### src/rtl/intr_agg_pkg.sv
// Shared definitions for the interrupt aggregation controller: operating
// modes, the cause register layout and the class masks derived from it.
package intr_agg_pkg;

    typedef enum logic [1:0] {
        OPM_NORMAL  = 2'd0,
        OPM_FLASH   = 2'd1,
        OPM_STANDBY = 2'd2,
        OPM_SLEEP   = 2'd3
    } opmode_e;

    localparam int N_URG        = 2;
    localparam int N_SLOW       = 6;
    localparam int BIT_BUS_WAKE = N_URG + N_SLOW;
    localparam int BIT_PIN_WAKE = BIT_BUS_WAKE + 1;
    localparam int BIT_WDR      = BIT_PIN_WAKE + 1;
    localparam int CAUSE_W      = BIT_WDR + 1;

    // Bits whose pending state pulls the request line immediately.
    function automatic logic [CAUSE_W-1:0] urgent_mask();
        logic [CAUSE_W-1:0] m;
        m = '0;
        for (int i = 0; i < N_URG; i++) m[i] = 1'b1;
        m[BIT_WDR] = 1'b1;
        return m;
    endfunction

    // Bits that are rate limited in normal mode.
    function automatic logic [CAUSE_W-1:0] slow_mask();
        logic [CAUSE_W-1:0] m;
        m = '0;
        for (int i = N_URG; i <= BIT_PIN_WAKE; i++) m[i] = 1'b1;
        return m;
    endfunction

endpackage

### src/rtl/event_router.sv
// Turns wake-pin edges, bus event edges and watchdog restarts into cause
// set pulses or a registered reset request, according to mode and enables.
// Assumes wake_pin_i and bus_evt_i are already synchronous to clk.
module event_router
    import intr_agg_pkg::*;
(
    input  logic    clk,
    input  logic    rst_n,
    input  opmode_e mode,
    input  logic    wake_pin_i,
    input  logic    wake_port_en_i,
    input  logic    wake_irq_en_i,
    input  logic    bus_evt_i,
    input  logic    bus_active_i,
    input  logic    bus_irq_en_i,
    input  logic    wdog_overflow_i,
    input  logic    wdog_restart_i,
    input  logic    wdog_off_i,
    input  logic    wdr_en_set_i,
    output logic    bus_cause_o,
    output logic    pin_cause_o,
    output logic    wdr_cause_o,
    output logic    rst_req_o,
    output logic    wdr_en_o
);

    logic pin_prev_q;
    logic bus_prev_q;
    logic rst_req_q;
    logic wdr_en_q;
    logic pin_fall;
    logic bus_rise;
    logic pin_rst;
    logic bus_rst;
    logic awake_active;

    // Remember previous input levels for edge detection.
    always_ff @(posedge clk) begin
        if (!rst_n) begin
            pin_prev_q <= 1'b1;
            bus_prev_q <= 1'b0;
        end else begin
            pin_prev_q <= wake_pin_i;
            bus_prev_q <= bus_evt_i;
        end
    end

    // Edge detection and mode-dependent routing.
    always_comb begin
        pin_fall     = wake_port_en_i & pin_prev_q & ~wake_pin_i;
        bus_rise     = bus_evt_i & ~bus_prev_q;
        awake_active = (mode == OPM_NORMAL) || (mode == OPM_FLASH);
        pin_cause_o  = pin_fall & wake_irq_en_i & (mode != OPM_SLEEP);
        pin_rst      = pin_fall & ~wake_irq_en_i & (mode == OPM_STANDBY);
        bus_cause_o  = bus_rise & bus_irq_en_i &
                       ((mode == OPM_STANDBY) | (awake_active & ~bus_active_i));
        bus_rst      = bus_rise & ~bus_irq_en_i & (mode == OPM_STANDBY);
        wdr_cause_o  = wdog_restart_i & wdog_off_i & wdr_en_q;
    end

    // Register the reset request so it leaves as a clean pulse.
    always_ff @(posedge clk) begin
        if (!rst_n) rst_req_q <= 1'b0;
        else        rst_req_q <= pin_rst | bus_rst;
    end

    // Watchdog-restart enable: set by strobe, overflow clears with priority.
    always_ff @(posedge clk) begin
        if (!rst_n)               wdr_en_q <= 1'b0;
        else if (wdog_overflow_i) wdr_en_q <= 1'b0;
        else if (wdr_en_set_i)    wdr_en_q <= 1'b1;
    end

    assign rst_req_o = rst_req_q;
    assign wdr_en_o  = wdr_en_q;

endmodule

### src/rtl/cause_latch.sv
// Sticky cause register, cleared by a read. A set pulse in the read cycle
// wins over the clear, so no event is lost across a read.
module cause_latch #(
    parameter int W = 11
) (
    input  logic         clk,
    input  logic         rst_n,
    input  logic [W-1:0] set_i,
    input  logic         rd_i,
    output logic [W-1:0] cause_o
);

    logic [W-1:0] cause_q;

    for (genvar b = 0; b < W; b++) begin : g_bit
        // One sticky flag per cause bit.
        always_ff @(posedge clk) begin
            if (!rst_n) cause_q[b] <= 1'b0;
            else        cause_q[b] <= (cause_q[b] & ~rd_i) | set_i[b];
        end
    end

    assign cause_o = cause_q;

endmodule

### src/rtl/irq_throttle.sv
// Drives the registered active-low request line from the pending causes.
// Urgent bits pass at once. Slow bits pass once per watchdog period in normal
// mode, and freely elsewhere. A read opens a release window of RELEASE_CYC cycles.
module irq_throttle
    import intr_agg_pkg::*;
#(
    parameter int           W           = 11,
    parameter int           RELEASE_CYC = 8,
    parameter logic [W-1:0] URG_MASK    = '0,
    parameter logic [W-1:0] SLOW_MASK   = '0
) (
    input  logic         clk,
    input  logic         rst_n,
    input  opmode_e      mode,
    input  logic [W-1:0] cause_i,
    input  logic         rd_i,
    input  logic         tick_i,
    output logic         irq_n_o
);

    localparam int             CNT_W  = $clog2(RELEASE_CYC + 1);
    localparam logic [CNT_W-1:0] RELOAD = CNT_W'(RELEASE_CYC - 1);

    logic [CNT_W-1:0] rel_cnt_q;
    logic             armed_q;
    logic             shown_q;
    logic             irq_n_q;
    logic             in_rel;
    logic             urg_pend;
    logic             slow_pend;
    logic             normal;
    logic             fire;
    logic             slow_vis;
    logic             want;

    // Decide whether the line should be active after this edge.
    always_comb begin
        in_rel    = (rel_cnt_q != '0);
        urg_pend  = |(cause_i & URG_MASK);
        slow_pend = |(cause_i & SLOW_MASK);
        normal    = (mode == OPM_NORMAL);
        fire      = normal & armed_q & slow_pend & ~shown_q & ~in_rel & ~rd_i;
        slow_vis  = normal ? (shown_q | fire) : slow_pend;
        want      = ~rd_i & ~in_rel & (urg_pend | slow_vis);
    end

    // Release window counter, loaded by each read.
    always_ff @(posedge clk) begin
        if (!rst_n)      rel_cnt_q <= '0;
        else if (rd_i)   rel_cnt_q <= RELOAD;
        else if (in_rel) rel_cnt_q <= rel_cnt_q - 1'b1;
    end

    // Throttle gate: spent by a slow signal, restored by the period tick.
    always_ff @(posedge clk) begin
        if (!rst_n)      armed_q <= 1'b1;
        else if (fire)   armed_q <= 1'b0;
        else if (tick_i) armed_q <= 1'b1;
    end

    // Hold a granted slow signal until the host reads.
    always_ff @(posedge clk) begin
        if (!rst_n)    shown_q <= 1'b0;
        else if (rd_i) shown_q <= 1'b0;
        else if (fire) shown_q <= 1'b1;
    end

    // Registered request line for a glitch-free output.
    always_ff @(posedge clk) begin
        if (!rst_n) irq_n_q <= 1'b1;
        else        irq_n_q <= ~want;
    end

    assign irq_n_o = irq_n_q;

endmodule

### src/rtl/intr_aggregator.sv
// Top of the throttled interrupt aggregation controller. Assembles the
// cause vector, latches it, and drives the request and reset-request lines.
// Assumes all event inputs are synchronous single-cycle pulses, except
// wake_pin_i and bus_evt_i which are levels whose edges are detected.
module intr_aggregator
    import intr_agg_pkg::*;
#(
    parameter int RELEASE_CYC = 8
) (
    input  logic               clk,
    input  logic               rst_n,
    input  logic [1:0]         mode_i,
    input  logic [N_URG-1:0]   urgent_evt_i,
    input  logic [N_SLOW-1:0]  slow_evt_i,
    input  logic               wake_pin_i,
    input  logic               wake_port_en_i,
    input  logic               wake_irq_en_i,
    input  logic               bus_evt_i,
    input  logic               bus_active_i,
    input  logic               bus_irq_en_i,
    input  logic               wdog_tick_i,
    input  logic               wdog_overflow_i,
    input  logic               wdog_restart_i,
    input  logic               wdog_off_i,
    input  logic               wdr_en_set_i,
    input  logic               rd_strobe_i,
    output logic [CAUSE_W-1:0] cause_o,
    output logic               irq_n_o,
    output logic               rst_req_o,
    output logic               wdr_en_o
);

    localparam logic [CAUSE_W-1:0] URG_M  = urgent_mask();
    localparam logic [CAUSE_W-1:0] SLOW_M = slow_mask();

    opmode_e            mode;
    logic               bus_cause;
    logic               pin_cause;
    logic               wdr_cause;
    logic [CAUSE_W-1:0] set_vec;
    logic [CAUSE_W-1:0] cause;

    assign mode    = opmode_e'(mode_i);
    assign set_vec = {wdr_cause, pin_cause, bus_cause, slow_evt_i, urgent_evt_i};

    event_router u_router (
        .clk             (clk),
        .rst_n           (rst_n),
        .mode            (mode),
        .wake_pin_i      (wake_pin_i),
        .wake_port_en_i  (wake_port_en_i),
        .wake_irq_en_i   (wake_irq_en_i),
        .bus_evt_i       (bus_evt_i),
        .bus_active_i    (bus_active_i),
        .bus_irq_en_i    (bus_irq_en_i),
        .wdog_overflow_i (wdog_overflow_i),
        .wdog_restart_i  (wdog_restart_i),
        .wdog_off_i      (wdog_off_i),
        .wdr_en_set_i    (wdr_en_set_i),
        .bus_cause_o     (bus_cause),
        .pin_cause_o     (pin_cause),
        .wdr_cause_o     (wdr_cause),
        .rst_req_o       (rst_req_o),
        .wdr_en_o        (wdr_en_o)
    );

    cause_latch #(.W(CAUSE_W)) u_latch (
        .clk     (clk),
        .rst_n   (rst_n),
        .set_i   (set_vec),
        .rd_i    (rd_strobe_i),
        .cause_o (cause)
    );

    irq_throttle #(
        .W           (CAUSE_W),
        .RELEASE_CYC (RELEASE_CYC),
        .URG_MASK    (URG_M),
        .SLOW_MASK   (SLOW_M)
    ) u_throttle (
        .clk     (clk),
        .rst_n   (rst_n),
        .mode    (mode),
        .cause_i (cause),
        .rd_i    (rd_strobe_i),
        .tick_i  (wdog_tick_i),
        .irq_n_o (irq_n_o)
    );

    assign cause_o = cause;

endmodule

### config.mk
export PLATFORM = sky130hd
export DESIGN_NAME = intr_aggregator
export DESIGN_NICKNAME = d
export VERILOG_FILES = /design/src/rtl/intr_agg_pkg.sv /design/src/rtl/event_router.sv /design/src/rtl/cause_latch.sv /design/src/rtl/irq_throttle.sv /design/src/rtl/intr_aggregator.sv
export SDC_FILE = /design/constraint.sdc
export NUM_CORES = 1
export LEC_CHECK = 0
export ABC_AREA = 1
export BUFFER_PORTS_ARGS = -buffer_cell sky130_fd_sc_hd__buf_4
export CORE_MARGIN = 2
export CORE_UTILIZATION = 48
export CTS_BUF_LIST = sky130_fd_sc_hd__clkbuf_2 sky130_fd_sc_hd__clkbuf_4 sky130_fd_sc_hd__clkbuf_8
export DETAILED_ROUTE_END_ITERATION = 10
export GPL_TIMING_DRIVEN = 0
export PLACE_DENSITY = 0.88
export SLEW_MARGIN = 30
export SYNTH_ARGS = -nofsm -noshare
export SYNTH_HDL_FRONTEND = slang
export SYNTH_SLANG_ARGS = --single-unit
### constraint.sdc
create_clock -name clk -period 1.4 [get_ports clk]
set_clock_uncertainty 0.1 [all_clocks]
set_input_delay 0.07 -clock clk [delete_from_list [all_inputs] [get_ports clk]]
set_output_delay 0.07 -clock clk [all_outputs]
set_load 0.05 [all_outputs]
==> impl_metrics.ini, run 1 <==
[outcome]
status = finished clean

[drt]
first_pass_iters = 4
wirelength_mm = 2.73
dr_total_vias = 1019
ant_nets = 0
wire_per_inst_um = 13.1
drt_iter0_drc = 12
viasPerCell = 4.88
drc = 0

[cells_and_area]
layout_common_cells = buf_4, dlygate4sd3_1, dfxtp_1
nets = 211
instances_no_fill = 209
syn_to_final_growth_pct = 63.6
drive_gt1_share_pct = 27.2
layout_commonest_cell = buf_4
fin_area_mm2 = 0.00149
diodes = 0

[pwr]
leakage_nw = 0.719
p_int_mw = 0.990
p_clk_share_pct = 25.1
power_switching_mw = 0.428
p_comb_share_pct = 25.9
total_power_mw = 1.42
irDropWorstVdd_v = 0.000849
p_per_area_mw_per_mm2 = 954
swShare_pct = 30.2
seqPwrFrac_pct = 49.0

[clock_network]
tritoncts = built
clock-sinks = 22
cts_root_buf = clkbuf_4
cts_setup_buffers = 0
clockBufferDepth = 2
numCtsBuffers = 3
htreeDepth = 1
clk_latency_ns = 0.32
cts.clk_slew.worst_paths_ns = 0.13

[timing]
tightestPinTransition_ns = 0.441
finalSetupViolCount = 0
fin_ws_ns = 0.0494
relSlewSlack_pct = 70.6
rsz0062_at_grt = yes
timing.final.max_slew_violations = 0
fmax_mhz = 740
hold_viol = 0
timing.final.crit_share_pct = 96.5
layout_min_cycle_time_ns = 1.35

[global_routing]
first_global_vias = 985
antenna_found_initial = 0
grt_max_degree = 13
grt_usage_pct = 25.3
grt_pass1_wl_mm = 3.91
overflow = 0

[worst_setup_path]
cp_max_fo = 5
cp-end-kind = flop
crit_slowest_cell = dlygate4sd3_1
worstPathRequired_ns = 1.52
cpPeakStageDelay_ns = 0.55
crit_top_cell = dlygate4sd3_1
cp_cell_sequence = dlygate4sd3_1 > buf_4 > nand4_1 > dlygate4sd3_1 > o21ai_1
start_kind = primary input
critPathKind = in2reg
cp_data_arrival_time_ns = 1.47

[placed_design]
dpl.hpwl_mm = 1.63
gp_congestion = 0.765
pre_cts_ws_ns = 0.0955
post_dp_cell_area_mm2 = 0.00122
place_inst = 182
io_buffers = 37

[yosys]
synth-seq-area-share_pct = 48.5
avgSynthCellArea_um2 = 7.57
synth-main-ff-cell = dfxtp_1
syn_inst = 120
synth_cell_types = 25
synth_seq_cells = 22
yosys_warnings = 0
synth_area_um2 = 908
ys_async_sr_fraction_pct = 0
synth_edf_count = 0
syn_nets = 146

[floorplan]
io_pins = 38
die_x_um = 47.5
coreArea_mm2 = 0.00175
dieArea_mm2 = 0.00226
row_count = 15
start_util_pct = 52.0
chipHeight_um = 47.5

[flow_run]
cap_violations = 0

[hold_path]
hp-class = in2reg
-- critical path, delay by kind of cell --
family          cells  cell delay (ns)
buf+inv             3             1.26
simple gates        1             0.08
compound gates      1             0.06
-- synth_stat cells, types with 2 or more instances --
master | n | area (um^2)
dfxtp_1 | 22 | 440
nand2_1 | 21 | 78.8
inv_1 | 20 | 75.1
nand3_1 | 2 | 10.0
o21ai_0 | 3 | 15.0
nor2_1 | 17 | 63.8
nor3_1 | 3 | 15.0
a21oi_1 | 13 | 65.1
ha_1 | 2 | 25.0
nor2_4 | 2 | 22.5
-- flip-flops by register name (all words and copies together) (netlist names) --
register              count
u_latch.cause_o          11
u_router.bus_prev_q       1
u_router.pin_prev_q       1
u_router.rst_req_o        1
u_router.wdr_en_o         1
u_throttle.armed_q        1
u_throttle.irq_n_o        1
u_throttle.rel_cnt_q      4
u_throttle.shown_q        1
-- metal layers --
| layer | share of wire, % | global-route usage (%) |
|---|---|---|
| met5 | 0 | 0 |
| met4 | 2.9 | 13.3 |
| met3 | 4.7 | 5.28 |
| met2 | 56 | 52.2 |
| met1 | 37 | 22.0 |
-- repair_timing --
item,CTS,global route
hold endpoints to repair,19,1
resized for setup,0,1
hold buffers,23,1
endpoints found under the setup margin,0,2
-- logic make-up after synthesis --
family / count (synthesis) / share of synthesized area (%)
flip-flops: 22 / 48.5
buffers and inverters: 23 / 9.64
AND/OR/NAND/NOR: 51 / 25.5
AO/OA/AOI/OAI: 21 / 12.7
XOR/XNOR: 1 / 0.964
adder cells (fa/ha/maj): 2 / 2.75
-- path summary, 6_finish.rpt --
| kind | from | endpoint | slack [ns] | cells after the start |
|---|---|---|---|---|
| max | rst_n | u_latch.cause_o[10] | 0.05 | 5 |
| min | wdog_overflow_i | u_router.wdr_en_o | 0.36 | 3 |
| max reg2reg | u_throttle.rel_cnt_q[0] | u_throttle.irq_n_o | 0.06 | 9 |
| min reg2reg | u_throttle.rel_cnt_q[0] | u_throttle.rel_cnt_q[0] | 0.40 | 2 |
-- cell type report --
type	count	area (um^2)
buffer	2	8.76
clock buffer	4	36.3
fill	100	259
inverter	21	78.8
multi-input combinational	75	383
sequential	22	440
tap	25	31.3
timing repair buffer	60	508
-- per-stage QoR --
| stage | hold WS [ns] | TNS (ns) | util, % |
|---|---|---|---|
| after detailed placement | 0.139 | 0 | 69.7 |
| after CTS | 0.394 | 0 | 85.0 |
| after global routing | 0.342 | -0.00783 | 85.2 |
| final | 0.356 | 0 | 85.2 |
| after global placement | 0.135 | 0 | 69.7 |
| after floorplan | 0.0389 | 0 | - |
-- power by group through the flow --
stage | Clock (mW) | Sequential, mW | Combinational [mW]
global route | 0.383 | 0.699 | 0.395
floorplan | 0 | 0.776 | 0.121
CTS | 0.347 | 0.693 | 0.358
finish | 0.356 | 0.694 | 0.368
detailed placement | 0 | 0.707 | 0.307
global placement | 0 | 0.705 | 0.297
(Power assumes the default switching activity.)
==> inputs of run 2 (changes only) <==
SETUP_SLACK_MARGIN = 0.5   (was not set)
SLEW_MARGIN = not set   (was 30)
==> run 2 against run 1 <==
  * The flow now stops in global routing (5_1_grt)
  * Area after synthesis is the same
  * Synthesized cell count is the same
==> impl_metrics.ini, run 2 <==
[timing]
worst_endpoint = u_throttle.irq_n_o$_SDFF_PN1_/D
worst_endpoint_kind = sequential cell input

[global_routing]
grt_max_degree = 13
overflow = 15
grt_usage_pct = 65.4

[floorplan]
chipHeight_um = 47.5
die_x_um = 47.5
io_pins = 38
row_count = 15
start_util_pct = 52.0

[placed_design]
gp_congestion = 0.838
post_dp_cell_area_mm2 = 0.00127
dpl.hpwl_mm = 1.65
io_buffers = 37

[yosys]
yosysMostFrequentCell = dfxtp_1
ys_async_sr_fraction_pct = 0
synth_edf_count = 0
synth_cell_types = 25
synth-seq-area-share_pct = 48.5
yosysTopAreaCell = dfxtp_1
syn_nets = 146
synth_seq_cells = 22
syn_inst = 120
synth_top_area_share_pct = 48.5
synth_area_um2 = 908
yosys_warnings = 0
ys_top_cells_by_count = dfxtp_1, nand2_1, inv_1, nor2_1, a21oi_1
synth-main-ff-cell = dfxtp_1
avgSynthCellArea_um2 = 7.57
synthTopCellsByArea = dfxtp_1, nand2_1, inv_1

[clock_network]
clockBufferDepth = 2
cts_root_buf = clkbuf_4
numCtsBuffers = 3
clock-sinks = 22
htreeDepth = 1

[outcome]
status = aborted with a tool error
error = [ERROR GRT-0232] Routing congestion too high. Check the congestion heatmap in the GUI.
stop_stage = global routing (5_1_grt)
run 2: cell counts after synthesis:
No cell type changed its count.
run 2: metrics by stage:
step | setup WS, ns | cells
floorplan | 0.274 | 120
global placement | 0.222 | 182
detailed placement | 0.163 | 182
CTS | 0.204 | 210
run 2: kinds of logic after synthesis:
group                    share of synthesized area [%]
AO/OA/AOI/OAI                                     12.7
XOR/XNOR                                         0.964
adder cells (fa/ha/maj)                           2.75
buffers and inverters                             9.64
flip-flops                                        48.5
AND/OR/NAND/NOR                                   25.5
run 2: what timing repair did:
action / CTS
pin swaps: 7
setup buffers: 8
hold endpoints to repair: 20
resized for setup: 32
setup endpoints to repair: 22
hold buffers: 16
run 2: metal layers:
layer	track usage [%]	GRT overflow
met5	5.00	0
met4	76.1	8
met3	47.2	0
met2	80.8	7
met1	64.4	0
==> inputs of run 3 (changes only) <==
CORE_AREA = 2 2 63 65   (was not set)
CORE_MARGIN = not set   (was 2)
CORE_UTILIZATION = not set   (was 48)
CTS_BUF_LIST = not set   (was sky130_fd_sc_hd__clkbuf_2 sky130_fd_sc_hd__clkbuf_4 sky130_fd_sc_hd__clkbuf_8)
DIE_AREA = 0 0 65 67   (was not set)
PLACE_DENSITY = not set   (was 0.88)
PLACE_DENSITY_LB_ADDON = 0.15   (was not set)
SETUP_SLACK_MARGIN = not set   (was 0.5)
==> run 3 against run 2 <==
  * The flow now finishes, with violations (hold timing)
==> impl_metrics.ini, run 3 (same netlist as run 1, synthesis figures left out) <==
[timing]
timing.final.crit_share_pct = 96.8
setup_tns_ns = 0
finalSetupViolCount = 0
fmax_mhz = 738
relSlewSlack_pct = 70.9
hold_slack_ns = -0.00895
hold_viol = 1
layout_min_cycle_time_ns = 1.35
tightestPinTransition_ns = 0.437
rsz0062_at_grt = no
timing.final.max_slew_violations = 0

[hold_path]
hp-class = in2reg
whs_path_depth = 3

[pwr]
irDropWorstVdd_v = 0.000345
seqPwrFrac_pct = 48.5
p_per_area_mw_per_mm2 = 966
p_int_mw = 1.02
p_clk_share_pct = 27.1
leakage_nw = 0.707
p_comb_share_pct = 24.4
swShare_pct = 28.9
power_switching_mw = 0.413

[cells_and_area]
nets = 207
syn_to_final_growth_pct = 62.9
instances_no_fill = 227
drive_gt1_share_pct = 27.9
multiInputGateArea_um2 = 383
layout_common_cells = buf_4, dfxtp_1, nand2_1
layout_commonest_cell = buf_4
regArea_um2 = 440
fin_util_pct = 41.0
diodes = 0
largest_reg_flops = 11
nFillCells = 369

[worst_setup_path]
rr_endpoint = u_throttle.irq_n_o
worstPathRequired_ns = 1.50
crit_end = u_router.wdr_en_o
critPathKind = in2reg
crit_slowest_cell = dlygate4sd3_1
cp-end-kind = flop
rr_worst_depth = 9
cpPeakStageDelay_ns = 0.57
crit_top_cell = dlygate4sd3_1
reg2reg_from = u_throttle.rel_cnt_q[0]
cp_data_arrival_time_ns = 1.46
cp_max_fo = 1
start_kind = primary input
cp_cell_sequence = dlygate4sd3_1 > buf_4 > nor3_1 > dlygate4sd3_1
critPathLaunch = wdog_overflow_i
reg2reg_slack_ns = 0.14

[floorplan]
coreArea_mm2 = 0.00361
dieArea_mm2 = 0.00436
start_util_pct = 25.2
die_x_um = 65
io_pins = 38
row_count = 22
chipHeight_um = 67

[drt]
first_pass_iters = 4
wire_per_inst_um = 10.2
drt_iter0_drc = 18
wirelength_mm = 2.32
drc = 0
viasPerCell = 4.19
dr_total_vias = 951
ant_nets = 0

[global_routing]
first_global_vias = 950
grt_usage_pct = 12.1
overflow = 0
grt_pass1_wl_mm = 4.01
antenna_found_initial = 0
grt_max_degree = 12

[outcome]
status = complete, but fails checks
violations = hold timing

[placed_design]
gp_congestion = 0.729
place_inst = 205
dpl.hpwl_mm = 1.70
io_buffers = 37

[clock_network]
cts.clk_slew.worst_paths_ns = 0.07
numCtsBuffers = 3
cts_setup_buffers = 0
htreeDepth = 1
clockBufferDepth = 2
clk_latency_ns = 0.26
cts_root_buf = clkbuf_8
clock-sinks = 22
tritoncts = built

[flow_run]
cap_violations = 0
[run 3: repair_timing]
item | in CTS | in global routing
gates resized for setup | 0 | 2
setup endpoints to repair | 0 | 2
hold buffers | 20 | 0
hold endpoints to repair | 16 | 0
[run 3: worst min-delay path by stage]
stage / start / endpoint / slack (ns)
floorplan: rst_n / u_throttle.armed_q / 0.04
global placement: wdog_overflow_i / u_router.wdr_en_o / 0.14
detailed placement: wdog_overflow_i / u_router.wdr_en_o / 0.14
CTS: wake_irq_en_i / u_router.rst_req_o / 0.003
global route: wake_irq_en_i / u_router.rst_req_o / 0.002
finish: wdog_restart_i / u_latch.cause_o[10] / -0.009
[run 3: layout make-up]
cell class / count / area share, %
multi-input cells: 75 / 25.9
flip-flops and latches: 22 / 29.8
repair buffers: 56 / 31.6
inverters: 21 / 5.33
plain buffers: 2 / 0.592
clock buffers: 3 / 2.79
well taps: 48 / 4.06
[run 3: routing by layer]
metal  global-route usage [%]  part of all wire (%)  wire [um]
met1                     15.2                    48       1120
met2                     19.3                    43        999
met3                     2.70                   6.5        150
met4                     6.38                   2.3         53
met5                        0                     0          0
[run 3: critical path, delay by kind of cell]
family / cells / cell delay (ns)
AND/OR/NAND/NOR: 1 / 0.15
buffers and inverters: 3 / 1.24
[run 3: through the flow]
stage / setup WS [ns] / area, um^2 / power, mW
global route: 0.0134 / 1480 / 1.53
floorplan: 0.0596 / 908 / 0.897
finish: 0.0452 / 1480 / 1.43
CTS: 0.0462 / 1490 / 1.45
global placement: 0.108 / 1250 / 1.01
detailed placement: 0.104 / 1250 / 1.02
[run 3: power by group through the flow]
| stage | Sequential [mW] | Combinational, mW | Clock, mW |
|---|---|---|---|
| after floorplan | 0.776 | 0.121 | 0 |
| after CTS | 0.693 | 0.351 | 0.408 |
| final | 0.694 | 0.349 | 0.387 |
| after detailed placement | 0.708 | 0.308 | 0 |
| after global routing | 0.700 | 0.389 | 0.445 |
| after global placement | 0.707 | 0.306 | 0 |
